`config.mk`:
```
export PLATFORM = sky130hd
export DESIGN_NAME = rail_sequencer
export DESIGN_NICKNAME = d
export VERILOG_FILES = /design/src/rtl/rseq_pkg.sv /design/src/rtl/rseq_timer.sv /design/src/rtl/rseq_delay_src.sv /design/src/rtl/rseq_channel.sv /design/src/rtl/rail_sequencer.sv
export SDC_FILE = /design/constraint.sdc
export NUM_CORES = 1
export LEC_CHECK = 0
export ABC_AREA = 0
export BUFFER_PORTS_ARGS = -buffer_cell sky130_fd_sc_hd__buf_2
export CORE_UTILIZATION = 34
export CTS_CLUSTER_SIZE = 12
export DETAILED_ROUTE_END_ITERATION = 8
export PLACE_DENSITY_LB_ADDON = 0.12
export REMOVE_ABC_BUFFERS = 1
export SYNTH_ARGS = -nofsm -noshare
export SYNTH_HDL_FRONTEND = slang
export SYNTH_SLANG_ARGS = --single-unit
```
`constraint.sdc`:
```
create_clock -name clk -period 2.49 [get_ports clk]
set_input_delay 0.498 -clock clk [delete_from_list [all_inputs] [get_ports clk]]
set_output_delay 0.498 -clock clk [all_outputs]
set_load 0.05 [all_outputs]
```
`src/rtl/rseq_pkg.sv`:
```
package rseq_pkg;
  typedef enum logic {
    DIR_DOWN = 1'b0,
    DIR_UP   = 1'b1
  } dir_e;
endpackage

```
`src/rtl/rseq_timer.sv`:
```
module rseq_timer
  import rseq_pkg::*;
#(
  parameter int CNT_W = 6
) (
  input  logic             clk,
  input  logic             rst,
  input  logic             tick_i,
  input  logic             up_req_i,
  input  logic             dn_req_i,
  output logic [CNT_W-1:0] cnt_o,
  output logic [CNT_W-1:0] cnt_nxt_o,
  output dir_e             dir_o,
  output logic             adv_o,
  output logic             busy_o,
  output logic             done_o
);
  localparam logic [CNT_W-1:0] CNT_MAX = {CNT_W{1'b1}};
  localparam logic [CNT_W-1:0] CNT_MIN = '0;

  logic [CNT_W-1:0] cnt_q;
  dir_e             dir_q;
  logic             busy_q, done_q;
  logic             take_dn, take_up, take_any;
  dir_e             req_dir;
  logic [CNT_W-1:0] step_val;

  function automatic logic [CNT_W-1:0] end_of(dir_e d);
    return (d == DIR_UP) ? CNT_MAX : CNT_MIN;
  endfunction

  always_comb begin
    take_dn  = dn_req_i && !(busy_q && dir_q == DIR_DOWN);
    take_up  = up_req_i && !dn_req_i && !(busy_q && dir_q == DIR_UP);
    take_any = take_dn || take_up;
    req_dir  = take_dn ? DIR_DOWN : DIR_UP;
    step_val = (dir_q == DIR_UP) ? cnt_q + CNT_W'(1) : cnt_q - CNT_W'(1);
  end

  always_ff @(posedge clk) begin
    if (rst) begin
      cnt_q  <= CNT_MIN;
      dir_q  <= DIR_DOWN;
      busy_q <= 1'b0;
      done_q <= 1'b0;
    end else if (take_any) begin
      dir_q  <= req_dir;
      done_q <= 1'b0;
      if (busy_q) begin
        if (cnt_q == end_of(req_dir)) begin
          busy_q <= 1'b0;
          done_q <= 1'b1;
        end
      end else begin
        cnt_q  <= (req_dir == DIR_UP) ? CNT_MIN : CNT_MAX;
        busy_q <= 1'b1;
      end
    end else if (tick_i && busy_q) begin
      cnt_q <= step_val;
      if (step_val == end_of(dir_q)) begin
        busy_q <= 1'b0;
        done_q <= 1'b1;
      end
    end
  end

  assign cnt_o     = cnt_q;
  assign cnt_nxt_o = step_val;
  assign dir_o     = dir_q;
  assign adv_o     = tick_i && busy_q && !take_any;
  assign busy_o    = busy_q;
  assign done_o    = done_q;

  AST_STEP_UP: assert property (@(posedge clk) disable iff (rst)
    (adv_o && dir_q == DIR_UP) |=> cnt_q == $past(cnt_q) + CNT_W'(1));
  AST_STEP_DOWN: assert property (@(posedge clk) disable iff (rst)
    (adv_o && dir_q == DIR_DOWN) |=> cnt_q == $past(cnt_q) - CNT_W'(1));
  AST_DONE_AT_END: assert property (@(posedge clk) disable iff (rst)
    done_q |-> (cnt_q == CNT_MIN || cnt_q == CNT_MAX));
  AST_BUSY_DONE_EXCL: assert property (@(posedge clk) disable iff (rst)
    !(busy_q && done_q));
  AST_REVERSE_KEEPS_CNT: assert property (@(posedge clk) disable iff (rst)
    (busy_q && ((dir_q == DIR_UP && dn_req_i) ||
                (dir_q == DIR_DOWN && up_req_i && !dn_req_i)))
    |=> cnt_q == $past(cnt_q));
  AST_IDLE_NO_MOVE: assert property (@(posedge clk) disable iff (rst)
    (!busy_q && !up_req_i && !dn_req_i) |=> $stable(cnt_q) && !busy_q);
endmodule

```
`src/rtl/rseq_delay_src.sv`:
```
module rseq_delay_src #(
  parameter int                     CNT_W     = 6,
  parameter int                     N_CH      = 5,
  parameter bit                     FROM_PORT = 1'b0,
  parameter logic [N_CH*CNT_W-1:0]  DEFAULTS  = '0
) (
  input  logic [N_CH*CNT_W-1:0] cfg_i,
  output logic [N_CH*CNT_W-1:0] thr_o
);
  for (genvar ch = 0; ch < N_CH; ch++) begin : g_sel
    if (FROM_PORT) begin : g_port
      assign thr_o[ch*CNT_W +: CNT_W] = cfg_i[ch*CNT_W +: CNT_W];
    end else begin : g_param
      assign thr_o[ch*CNT_W +: CNT_W] =
        cfg_i[ch*CNT_W +: CNT_W] & '0 | DEFAULTS[ch*CNT_W +: CNT_W];
    end
  end
endmodule

```
`src/rtl/rseq_channel.sv`:
```
module rseq_channel
  import rseq_pkg::*;
#(
  parameter int CNT_W = 6
) (
  input  logic             clk,
  input  logic             rst,
  input  logic             adv_i,
  input  dir_e             dir_i,
  input  logic [CNT_W-1:0] cnt_nxt_i,
  input  logic [CNT_W-1:0] thr_i,
  output logic             en_o
);
  logic en_q;
  logic above, below;

  always_comb begin
    above = cnt_nxt_i > thr_i;
    below = cnt_nxt_i < thr_i;
  end

  always_ff @(posedge clk) begin
    if (rst) begin
      en_q <= 1'b0;
    end else if (adv_i) begin
      if (dir_i == DIR_UP) en_q <= en_q | above;
      else                 en_q <= en_q & ~below;
    end
  end

  assign en_o = en_q;

  AST_HOLD_OFF_TICK: assert property (@(posedge clk) disable iff (rst)
    !adv_i |=> $stable(en_q));
  AST_UP_NO_FALL: assert property (@(posedge clk) disable iff (rst)
    (adv_i && dir_i == DIR_UP) |=> !$fell(en_q));
  AST_DOWN_NO_RISE: assert property (@(posedge clk) disable iff (rst)
    (adv_i && dir_i == DIR_DOWN) |=> !$rose(en_q));
endmodule

```
`src/rtl/rail_sequencer.sv`:
```
module rail_sequencer
  import rseq_pkg::*;
#(
  parameter int   CNT_W     = 6,
  parameter int   N_BUCK    = 3,
  parameter bit   FROM_PORT = 1'b0,
  parameter logic [(N_BUCK+2)*CNT_W-1:0] DEFAULT_DELAYS =
    {6'd10, 6'd8, 6'd6, 6'd4, 6'd2}
) (
  input  logic                        clk,
  input  logic                        rst,
  input  logic                        tick_i,
  input  logic                        pwr_up_i,
  input  logic                        pwr_dn_i,
  input  logic [(N_BUCK+2)*CNT_W-1:0] delay_cfg_i,
  output logic                        ldo_en_o,
  output logic [N_BUCK-1:0]           buck_en_o,
  output logic                        sys_rst_n_o,
  output logic                        busy_o,
  output logic                        done_o
);
  localparam int N_CH   = N_BUCK + 2;
  localparam int RST_CH = N_CH - 1;

  logic [CNT_W-1:0]      cnt, cnt_nxt;
  dir_e                  dir;
  logic                  adv;
  logic [N_CH*CNT_W-1:0] thr;
  logic [N_CH-1:0]       en;

  rseq_timer #(.CNT_W(CNT_W)) u_timer (
    .clk       (clk),
    .rst       (rst),
    .tick_i    (tick_i),
    .up_req_i  (pwr_up_i),
    .dn_req_i  (pwr_dn_i),
    .cnt_o     (cnt),
    .cnt_nxt_o (cnt_nxt),
    .dir_o     (dir),
    .adv_o     (adv),
    .busy_o    (busy_o),
    .done_o    (done_o)
  );

  rseq_delay_src #(
    .CNT_W     (CNT_W),
    .N_CH      (N_CH),
    .FROM_PORT (FROM_PORT),
    .DEFAULTS  (DEFAULT_DELAYS)
  ) u_dly (
    .cfg_i (delay_cfg_i),
    .thr_o (thr)
  );

  for (genvar ch = 0; ch < N_CH; ch++) begin : g_ch
    rseq_channel #(.CNT_W(CNT_W)) u_ch (
      .clk       (clk),
      .rst       (rst),
      .adv_i     (adv),
      .dir_i     (dir),
      .cnt_nxt_i (cnt_nxt),
      .thr_i     (thr[ch*CNT_W +: CNT_W]),
      .en_o      (en[ch])
    );
  end

  assign ldo_en_o    = en[0];
  assign buck_en_o   = en[N_BUCK:1];
  assign sys_rst_n_o = en[RST_CH];

  AST_UP_START_LOADS_ZERO: assert property (@(posedge clk) disable iff (rst)
    (!busy_o && pwr_up_i && !pwr_dn_i) |=> busy_o && cnt == '0);
  AST_DN_START_LOADS_MAX: assert property (@(posedge clk) disable iff (rst)
    (!busy_o && pwr_dn_i) |=> busy_o && dir == DIR_DOWN && cnt == {CNT_W{1'b1}});
  AST_IDLE_OUTS_STABLE: assert property (@(posedge clk) disable iff (rst)
    (!busy_o && !pwr_up_i && !pwr_dn_i) |=> $stable(en));
endmodule

```
Yosys cells after proc, flatten, opt, wreduce, memory -nomap -nowiden:

Cells that the tools add are included.

* flip-flop bits (word level): 14
* input port bits: 35
* output and inout bits: 7
* word-level logic and storage cells: 79

* add/subtract/negate cells: 2
* $lt $le $gt $ge: 10
* equality and inequality tests: 3
* multiplexer cells: 23
* bitwise logic cells: 16
* reductions and logical operators: 16

Operators with widths (count)
* $mux 6: 7
* $mux 1: 16
* $eq 6x6->1: 2
* $gt 6x3->1 const B: 2
* $gt 6x4->1 const B: 2
* $lt 6x3->1 const B: 2
* $lt 6x4->1 const B: 2
* $logic_and 1x1->1: 7
* $add 6x1->6 const B: 1
* $gt 6x2->1 const B: 1
* $lt 6x2->1 const B: 1
* $not 1->1: 6
* $sub 6x1->6 const B: 1
* $and 1x1->1: 5
* $or 1x1->1: 5
* $logic_not 1->1: 4
* $reduce_and 2->1: 2
* $reduce_bool 2->1: 2
* $ne 2x2->1 const B: 1
* $logic_or 1x1->1: 1

Longest topological paths before layout:

Gate-level depths: netlist (run 1).

* depth after elaboration: 9
* gate-level depth with buffers: 10

Modules after synthesis:

From an unflattened synthesis (run 1), not the netlist that was laid out.

* cells, all modules: 246
* area total of the unflattened synthesis: 1945.6 µm²

By module, submodules not included
* rseq_channel: instances 5, cells each 24, area each 195.2 µm², seq. area each 20.0 µm²
* rseq_timer: instances 1, cells each 94, area each 737.0 µm², seq. area each 180.2 µm²
* rseq_delay_src: instances 1, cells each 32, area each 232.7 µm², seq. area each 0.0 µm²

Least setup slack after synthesis (run 1):

OpenSTA, ideal clock, no wires.

* path kind: register to register
* start point: register u_timer.cnt_q[0], in the netlist u_timer.cnt_o[0]
* end point: register u_timer.done_q, in the netlist u_timer.done_o
* data arrival time: 2260 ps
* data required time: 2370 ps
* path slack: 110 ps
* cell stages (with the launch flop): 10
* buffers on the path: 1
* path through: dfxtp_1 buf_6 inv_1 fa_1 nand2b_1 a21oi_4 xor2_2 and4b_1 o21a_1 o31a_1

* word-level cells in the longest chain between the ends: 5
* elaborated cells between the ends (all ways): 10
* those cells by class: add/sub: 2; eq/ne: 2; mux: 4; reduce/logical: 2

Ends and longest elaborated chain
* from (decl): line rseq_timer.sv:21 `logic [CNT_W-1:0] cnt_q;`
* from (signal assigned): line rseq_timer.sv:55 `cnt_q <= (req_dir == DIR_UP) ? CNT_MIN : CNT_MAX;`
* from (signal assigned): line rseq_timer.sv:59 `cnt_q <= step_val;`
* $sub 6x1->6 or $add 6x1->6 (tied branches): line rseq_timer.sv:37 `step_val = (dir_q == DIR_UP) ? cnt_q + CNT_W'(1) : cnt_q - CNT_W'(1);`
* $mux 6: line rseq_timer.sv:37
* $eq 6x6->1: line rseq_timer.sv:60 `if (step_val == end_of(dir_q)) begin`
* $reduce_bool 2->1 (no source line)
* $reduce_and 2->1 (no source line)
* to (signal assigned): line rseq_timer.sv:45 `done_q <= 1'b0;`
* to (signal assigned): line rseq_timer.sv:48 `done_q <= 1'b0;`
* to (signal assigned): line rseq_timer.sv:62 `done_q <= 1'b1;`
* to (decl): line rseq_timer.sv:23 `logic busy_q, done_q;`

Parallel ways exist; a longest one is shown, timed or not.
A chain may end at the register's enable or synchronous reset.

Final worst setup path (run 1):

* start point: register u_timer.dir_q, in the netlist u_timer.dir_o
* end point: register u_timer.busy_q, in the netlist u_timer.busy_o

* word-level cells in the longest chain between the ends: 9
* elaborated cells between the ends (all ways): 19
* those cells by class: eq/ne: 2; mux: 6; bitwise: 1; reduce/logical: 10

Ends and longest elaborated chain
* from (decl): line rseq_timer.sv:22 `dir_e dir_q;`
* from (signal assigned): line rseq_timer.sv:47 `dir_q <= req_dir;`
* $not 1->1: line rseq_timer.sv:33 `take_dn = dn_req_i && !(busy_q && dir_q == DIR_DOWN);`
* $logic_and 1x1->1: line rseq_timer.sv:33
* $logic_not 1->1: line rseq_timer.sv:33
* $logic_and 1x1->1: line rseq_timer.sv:33
* $mux 6: line rseq_timer.sv:29 `return (d == DIR_UP) ? CNT_MAX : CNT_MIN;`
* $eq 6x6->1: line rseq_timer.sv:50 `if (cnt_q == end_of(req_dir)) begin`
* $mux 1: line rseq_timer.sv:50
* $mux 1: line rseq_timer.sv:49 `if (busy_q) begin`
* $mux 1: line rseq_timer.sv:46 `end else if (take_any) begin`
* to (signal assigned): line rseq_timer.sv:44 `busy_q <= 1'b0;`
* to (signal assigned): line rseq_timer.sv:51 `busy_q <= 1'b0;`
* to (signal assigned): line rseq_timer.sv:56 `busy_q <= 1'b1;`
* to (decl): line rseq_timer.sv:23

Parallel ways exist; a longest one is shown, timed or not.

==> results of run 1 <==
[metrics by stage]
| stage | instances | hold slack (ns) | area, sq um | util, % | setup WS (ns) |
|---|---|---|---|---|---|
| CTS | 211 | 0.4421 | 1349 | 40.42 | 0.04061 |
| finish | 211 | 0.4520 | 1353 | 40.53 | 0.2203 |
| global placement | 207 | 0.4581 | 1313 | 39.33 | 0.1234 |
| global route | 211 | 0.4536 | 1353 | 40.53 | 0.003798 |
| detailed placement | 207 | 0.4659 | 1313 | 39.33 | 0.06469 |
| floorplan | 139 | 0.4925 | 1117 | - | 0.06178 |
[routing by layer]
layer | GRT usage (%) | vias to the layer above | wire (um)
met5 | 0 | - | 0
met4 | 5.844 | 0 | 47
met3 | 4.622 | 7 | 66
met2 | 28.57 | 14 | 1289
met1 | 22.34 | 516 | 1422
li1 | - | 575 | -
[registers in the layout, indices dropped and copies added (netlist names)]
name            flops
u_timer.cnt_o       6
g_ch.u_ch.en_o      5
u_timer.busy_o      1
u_timer.dir_o       1
u_timer.done_o      1
[cell usage after synthesis, types with 4 or more instances]
| cell type | count |
|---|---|
| ha_1 | 5 |
| a211oi_1 | 4 |
| nor3_1 | 6 |
| dfxtp_1 | 14 |
| xnor2_1 | 7 |
| a21oi_1 | 7 |
| nand2_1 | 9 |
| nand3_1 | 5 |
| inv_1 | 6 |
| o21ai_0 | 6 |
| buf_4 | 4 |
| buf_2 | 4 |
| nor2_1 | 22 |
[worst paths after layout]
path                                     from                     endpoint  depth (start not counted)
hold / removal                       pwr_dn_i   u_timer.dir_o$_SDFFE_PP0P_                          2
setup / recovery   u_timer.dir_o$_SDFFE_PP0P_  u_timer.busy_o$_SDFFE_PP0P_                          9
hold reg to reg   u_timer.done_o$_SDFFE_PP0P_  u_timer.done_o$_SDFFE_PP0P_                          1
setup reg to reg   u_timer.dir_o$_SDFFE_PP0P_  u_timer.busy_o$_SDFFE_PP0P_                          9
[layout by cell type, fill, tap and decap left out, types with 2 or more instances in the layout]
cell        n
ha_1        4
nand2b_1    3
and4_1      2
xor2_1      3
dfxtp_1    14
buf_4      11
o21a_1      2
buf_2      11
inv_1       5
nor3_1      6
a21o_1      2
inv_2       2
nand2_1     9
clkbuf_4    3
a21oi_1     7
nor4_1      2
o211ai_1    3
a211oi_1    4
xnor2_1     7
o21ai_0     6
a2111oi_0   2
nor2_1     22
nand3_1     5
o21ai_1     2
[area by class of cell]
type / count / area, sq um
Sequential cell: 14 / 280.3
Fill cell: 364 / 1984
Tap cell: 46 / 57.56
Inverter: 7 / 26.28
Clock buffer: 4 / 36.28
Multi-Input combinational cell: 118 / 814.5
Timing Repair Buffer: 22 / 137.6
[power groups by stage]
stage	Clock (mW)	Sequential [mW]	Combinational, mW
5_1_grt	0.185	0.281	0.699
3_5_place_dp	0	0.282	0.625
6_report	0.170	0.277	0.628
4_1_cts	0.178	0.277	0.628
2_1_floorplan	0	0.299	0.419
3_3_place_gp	0	0.282	0.621
[timing repair]
item,CTS,global route
endpoints found under the setup margin,0,3
setup buffers,0,0
resized for setup,0,3
hold buffers,0,0
[kinds of logic (layout without fill, tap and decap cells)]
group | Yosys count | count (layout) | share of synthesized area, %
AOI/OAI and AO/OA | 45 | 45 | 29.75
xor gates and xnor gates | 11 | 11 | 8.756
adders and majority gates | 6 | 6 | 6.962
and+or+nand+nor | 56 | 56 | 22.89
buffers and inverters | 18 | 33 | 8.017
DFF | 14 | 14 | 23.63
[worst reg2reg max path: stages, from the launching register on]
cell and delay [ns]:
dfxtp_1 0.41, inv_2 0.12, ha_1 0.33, buf_4 0.18, xnor2_1 0.19, nand2_1 0.10
nand2_1 0.05, a2111oi_1 0.44, o21a_1 0.25, o41ai_2 0.09
==> flow_metrics.tcl, run 1 <==
set metrics [dict create \
    path_cells "inv_2, ha_1, buf_4, xnor2_1, nand2_1, nand2_1, a2111oi_1, o21a_1, o41ai_2" \
    antenna_cells 0 \
    total_power_mw 1.074 \
    cts_tree "done" \
    crit_type "register to register" \
    grt_usage_pct 17.48 \
    grt_overflow 0 \
    synth-edff-count 0 \
    synth_seq_cells 14 \
    max_freq_mhz 440.6 \
    cpMostUsedCell "nand2_1" \
    power.density_mw_per_mm2 794.3 \
    synth.avg_cell_area_sq_um 7.908 \
    worstMarginPinSlew_ns 0.5675 \
    cp-start-kind "register" \
    grt_max_degree 16 \
    drive_above_1_share_pct 23.03 \
    grt_antenna_before_repair 0 \
    cp.arrival_ns 2.44 \
    finalHoldViolCount 0 \
    clockRootBuffer "clkbuf_4" \
    postRouteAntennaNets 0 \
    vias_per_cell 5.270 \
    hp-class "primary input to register" \
    power.switching_mw 0.4639 \
    core_sq_mm 0.003337 \
    clockPowerShare_pct 15.8 \
    finalNetCount 207 \
    port_buffers 11 \
    fin_skew_ns 0.009319 \
    status "complete, no violations" \
    die_area_sq_mm 0.003729 \
    maxCapViolCount 0 \
    p_int_mw 0.6104 \
    slowest_stage "a2111oi_1" \
    cpPeakStageDelay_ns 0.44 \
    insertion_delay_ns 0.29 \
    totalWireLength_um 2826 \
    yosys.area.top_type "dfxtp_1" \
    first_iter_violations 22 \
    async_reset_ff_share_pct 0 \
    initial_core_util_pct 35.55 \
    finalCriticalPeriod_ns 2.270 \
    grt_pass1_wl_um 4802 \
    yosysUniqueCellTypes 50 \
    path_clk_slew_ns 0.08 \
    post-route-period-util_pct 91.15 \
    dr.pass1.iters 4 \
    gp_congestion 0.8414 \
    chipHeight_um 61.07 \
    fp.dieW_um 61.07 \
    synth.area.top_cells "dfxtp_1 (24%), nor2_1 (7.0%), ha_1 (5.3%), xnor2_1 (5.2%), a21oi_1 (3.0%)" \
    synth_area_sq_mm 0.001186 \
    grt_pass1_vias 1063 \
    clock_sinks 14 \
    seqPwrFrac_pct 25.8 \
    switching_share_pct 43.18 \
    synthFlopType "dfxtp_1" \
    leakagePower_nw 0.5501 \
    drc 0 \
    r2r_slack_ns 0.22 \
    synth_top_area_share_pct 23.63 \
    place_hpwl_um 2245 \
    critical_path.max_fanout 8 \
    area_delta_synth_final_pct 14.03 \
    netlist_instances 150 \
    critPathTopFamily "compound AO/OA/AOI/OAI gates" \
    cts_max_path_buffers 2 \
    cts_buffers 3 \
    power_frac_comb_pct 58.4 \
    critPathCaptureType "register" \
    drv_slew 0 \
    setup-tns-final_ns 0 \
    h-tree-depth 1 \
    num_vias 1112 \
    finalSetupViolations 0 \
    ir_worst_vdd_uv 314.1 \
    yosys_warnings 0 \
    cp.required_ns 2.66 \
    rsz0062_at_grt "no" \
    synth_seq_area_share_pct 23.63 \
    slew-limit-headroom_pct 61.91 \
    wire_per_inst_um 13.39 \
    ios 42 \
    rows 21 \
    path_buf_inv 2 \
]
(Power assumes the default switching activity.)
==> run 2: changes to the inputs <==
- PLACE_DENSITY_LB_ADDON: 0.12 -> 0.15
==> flow_metrics.tcl, run 2 (synthesis results as in run 1) <==
set metrics [dict create \
    power.density_mw_per_mm2 762.5 \
    final_cell_mix "nor2_1 (22), dfxtp_1 (13), buf_2 (11)" \
    area_delta_synth_final_pct 13.50 \
    max_freq_mhz 433.1 \
    rows 21 \
    reg2reg_to "u_timer.done_o$_SDFFE_PP0P_" \
    h-tree-depth 1 \
    setup-tns-final_ns 0 \
    finalHoldViolCount 0 \
    post-route-period-util_pct 92.72 \
    core_sq_mm 0.003337 \
    critical_path.max_fanout 4 \
    drv_slew 0 \
    crit_type "register to register" \
    reg2reg_depth 8 \
    slew-limit-headroom_pct 46.89 \
    dp_cells 206 \
    port_buffers 11 \
    layout_commonest_cell "nor2_1" \
    gp_congestion 0.7856 \
    crit_path_end "u_timer.done_o$_SDFFE_PP0P_" \
    crit_cells 8 \
    grt_usage_pct 16.83 \
    path_buf_inv 1 \
    cp.arrival_ns 2.48 \
    grt_antenna_before_repair 0 \
    clockPowerShare_pct 12.4 \
    ir_worst_vdd_uv 203.3 \
    p_int_mw 0.5773 \
    hp-class "primary input to register" \
    wire_per_inst_um 13.25 \
    cts_max_path_buffers 2 \
    worstMarginPinSlew_ns 0.7967 \
    drive_above_1_share_pct 22.70 \
    r2r_slack_ns 0.18 \
    maxCapViolCount 0 \
    cts_tree "done" \
    grt_max_degree 16 \
    dr.pass1.iters 4 \
    seqPwrFrac_pct 27.2 \
    power.switching_mw 0.4493 \
    die_area_sq_mm 0.003729 \
    critPathTopFamily "compound AO/OA/AOI/OAI gates" \
    grt_overflow 0 \
    postRouteAntennaNets 0 \
    fin_skew_ns 0.006766 \
    leakagePower_nw 0.5389 \
    rsz0062_at_grt "no" \
    power_frac_comb_pct 60.5 \
    antenna_cells 0 \
    finalCriticalPeriod_ns 2.309 \
    first_iter_violations 30 \
    slowest_stage "fa_1" \
    r2r-start "u_timer.cnt_o[0]$_SDFFE_PP0P_" \
    status "complete, no violations" \
    insertion_delay_ns 0.28 \
    cpPeakStageDelay_ns 0.44 \
    critPathCaptureType "register" \
    clock_sinks 14 \
    chipHeight_um 61.07 \
    vias_per_cell 5.225 \
    startpoint "u_timer.cnt_o[0]$_SDFFE_PP0P_" \
    cp.required_ns 2.66 \
    path_clk_slew_ns 0.08 \
    grt_pass1_wl_um 4623 \
    totalWireLength_um 2769 \
    path_cells "inv_1, fa_1, nand2b_1, a21oi_4, xor2_2, and4b_1, o21a_1, o31a_1" \
    ios 42 \
    finalNonFillerCells 209 \
    fp.dieW_um 61.07 \
    initial_core_util_pct 35.55 \
    finalNetCount 206 \
    place_hpwl_um 2220 \
    largest_reg_flops 6 \
    num_vias 1092 \
    cts_buffers 3 \
    finalSetupViolations 0 \
    switching_share_pct 43.76 \
    drc 0 \
    cp-start-kind "register" \
    clockRootBuffer "clkbuf_4" \
    grt_pass1_vias 988 \
]
[run 2: routing by layer]
layer	global-route usage, %	part of all wire [%]	vias up
li1	-	-	573
met1	21.07	47	503
met2	28.88	50	14
met3	4.622	2.9	2
met4	3.571	0.65	0
met5	0	0	-
[run 2: cell type report]
class                           instances  area [sq um]
Tap cell                               46         57.56
Inverter                                7         26.28
Sequential cell                        14         284.0
Timing Repair Buffer                   21         130.1
Clock buffer                            3         22.52
Multi-Input combinational cell        118         825.8
Fill cell                             353          1991
[run 2: worst min path at each step]
stage	startpoint	endpoint	slack [ns]	cells after the start
global route	pwr_dn_i	u_timer.dir_o$_SDFFE_PP0P_	0.45	2
CTS	pwr_dn_i	u_timer.dir_o$_SDFFE_PP0P_	0.43	2
global placement	g_ch[3].u_ch.en_o$_SDFFE_PP0P_	g_ch[3].u_ch.en_o$_SDFFE_PP0P_	0.46	2
finish	pwr_dn_i	u_timer.dir_o$_SDFFE_PP0P_	0.44	2
detailed placement	g_ch[3].u_ch.en_o$_SDFFE_PP0P_	g_ch[3].u_ch.en_o$_SDFFE_PP0P_	0.47	2
floorplan	u_timer.cnt_o[3]$_SDFFE_PP0P_	u_timer.cnt_o[3]$_SDFFE_PP0P_	0.49	2
[run 2: what timing repair did]
| action | in CTS | in global routing |
|---|---|---|
| gates resized for setup | 1 | 3 |
| hold buffers | 0 | 0 |
| endpoints found under the setup margin | 1 | 1 |
| setup buffers | 0 | 0 |
| pin swaps | 0 | 1 |
[run 2: metrics by stage]
| step | utilization [%] | setup WS (ns) | power, mW | hold slack [ns] | cell area [sq um] |
|---|---|---|---|---|---|
| final | 40.35 | 0.1813 | 1.027 | 0.4422 | 1346 |
| after floorplan | - | 0.06178 | 0.7180 | 0.4925 | 1117 |
| after detailed placement | 39.11 | 0.01839 | 0.8978 | 0.4663 | 1305 |
| after CTS | 39.82 | 0.1239 | 1.030 | 0.4294 | 1329 |
| after global placement | 39.11 | 0.09013 | 0.8924 | 0.4586 | 1305 |
| after global routing | 40.35 | 0.03912 | 1.114 | 0.4473 | 1346 |
[run 2: power groups by stage]
stage / registers, mW / clock network (mW) / logic, mW
3_5_place_dp: 0.283 / 0 / 0.615
2_1_floorplan: 0.299 / 0 / 0.419
3_3_place_gp: 0.283 / 0 / 0.610
6_report: 0.279 / 0.127 / 0.621
4_1_cts: 0.278 / 0.136 / 0.616
5_1_grt: 0.284 / 0.140 / 0.690
[run 2: worst register-to-register path, delay by kind of cell, from the launching register on]
family          cells  cell delay (ns)
buf+inv             1             0.06
fa+ha+maj           1             0.44
compound gates      3             0.67
xor+xnor            1             0.26
simple gates        2             0.43
flops               1             0.33
==> run 3: changes to the inputs <==
- GPL_TIMING_DRIVEN: unset -> 0
==> flow_metrics.tcl, run 3 (synthesis results as in run 1) <==
set metrics [dict create \
    cpPeakStageDelay_ns 0.43 \
    multi_input_area_sq_um 880.8 \
    grt_pass1_vias 934 \
    cts_tree "done" \
    slowest_stage "dfxtp_4" \
    placed_area_sq_mm 0.001230 \
    fin_skew_ns 0.001398 \
    finalNetCount 205 \
    maxCapViolCount 0 \
    path_buf_inv 1 \
    ir_worst_vdd_uv 290.7 \
    area_delta_synth_final_pct 18.25 \
    worstMarginPinSlew_ns 0.8004 \
    regArea_sq_um 289.0 \
    finalSetupViolations 0 \
    wire_per_inst_um 13.37 \
    grt_overflow 0 \
    cp.required_ns 2.67 \
    finalHoldViolCount 0 \
    layout_commonest_cell "nor2_1" \
    drc 0 \
    finalNonFillerCells 208 \
    fp.dieW_um 61.07 \
    hp-class "primary input to register" \
    final_cell_mix "nor2_1 (22), dfxtp_1 (11), buf_2 (11)" \
    leakagePower_nw 0.5386 \
    place_hpwl_um 2049 \
    cp-start-kind "register" \
    h-tree-depth 1 \
    startpoint "u_timer.dir_o$_SDFFE_PP0P_" \
    num_vias 1107 \
    status "complete, no violations" \
    final_area_sq_mm 0.001403 \
    power.density_mw_per_mm2 775.8 \
    slew-limit-headroom_pct 46.64 \
    drive_above_1_share_pct 27.16 \
    grt_pass1_wl_um 4340 \
    post-route-period-util_pct 96.58 \
    max_freq_mhz 415.8 \
    finalCriticalPeriod_ns 2.405 \
    first_iter_violations 59 \
    dr.pass1.iters 4 \
    total_power_mw 1.088 \
    crit_type "register to register" \
    cp.arrival_ns 2.58 \
    antenna_cells 0 \
    cts_max_path_buffers 2 \
    postRouteAntennaNets 0 \
    hold_slack_ns 0.4446 \
    grt_antenna_before_repair 0 \
    gp_congestion 0.8323 \
    grt_usage_pct 15.81 \
    critical_path.max_fanout 11 \
    clock_sinks 14 \
    path_clk_slew_ns 0.08 \
    ios 42 \
    largest_reg_flops 6 \
    grt_max_degree 16 \
    vias_per_cell 5.322 \
    cts_buffers 3 \
    hp-start "pwr_dn_i" \
    totalWireLength_um 2780 \
    fill_cells 340 \
    insertion_delay_ns 0.28 \
    chipHeight_um 61.07 \
    rows 21 \
    clockRootBuffer "clkbuf_4" \
    critPathTopFamily "compound AO/OA/AOI/OAI gates" \
    r2r-start "u_timer.dir_o$_SDFFE_PP0P_" \
    port_buffers 11 \
    core_sq_mm 0.003337 \
    critPathCaptureType "register" \
    die_area_sq_mm 0.003729 \
    path_cells "clkinvlp_4, ha_4, nand2b_1, a21oi_4, xor2_4, and4b_1, o21a_1, o31a_1" \
    initial_core_util_pct 35.55 \
    dp_cells 196 \
    rsz0062_at_grt "yes" \
    r2r_slack_ns 0.09 \
    drv_slew 0 \
]
run 3: final cells by class:
class	instances	share of cell area (%)
multi-input cells	118	62.80
repair buffers	20	8.742
flip-flops and latches	14	20.61
well taps	46	4.103
clock buffers	3	1.606
inverters	7	2.141
run 3: metal layers:
metal	GRT usage, %	vias to the layer above	part of all wire [%]
met2	25.16	18	51
met1	21.05	521	46
met5	0	-	0
met4	3.896	0	0.32
li1	-	566	-
met3	4.622	2	3.1
run 3: path summary, 6_finish.rpt:
check        depth (start not counted)                        endpoint
max                                  8     u_timer.done_o$_SDFFE_PP0P_
min                                  2      u_timer.dir_o$_SDFFE_PP0P_
max reg2reg                          8     u_timer.done_o$_SDFFE_PP0P_
min reg2reg                          2  g_ch[3].u_ch.en_o$_SDFFE_PP0P_
run 3: what timing repair did:
item,4_1_cts,5_1_grt
buffers inserted,0,9
hold buffers,0,0
setup endpoints to repair,7,7
resized for setup,12,7
pin swaps,0,4
run 3: where the power goes:
| part | total [mW] | internal [mW] | switching [mW] |
|---|---|---|---|
| Clock | 0.130 | 0.0561 | 0.0740 |
| Sequential | 0.290 | 0.249 | 0.0402 |
| Combinational | 0.668 | 0.304 | 0.364 |
run 3: per-stage QoR:
step | utilization (%) | worst slack [ns] | TNS [ns]
finish | 42.03 | 0.08523 | 0
global placement | 36.86 | -0.3155 | -1.097
CTS | 39.18 | -0.001620 | -0.001620
global route | 42.03 | -0.02938 | -0.03815
floorplan | - | 0.06178 | 0
detailed placement | 36.86 | -0.3256 | -1.173
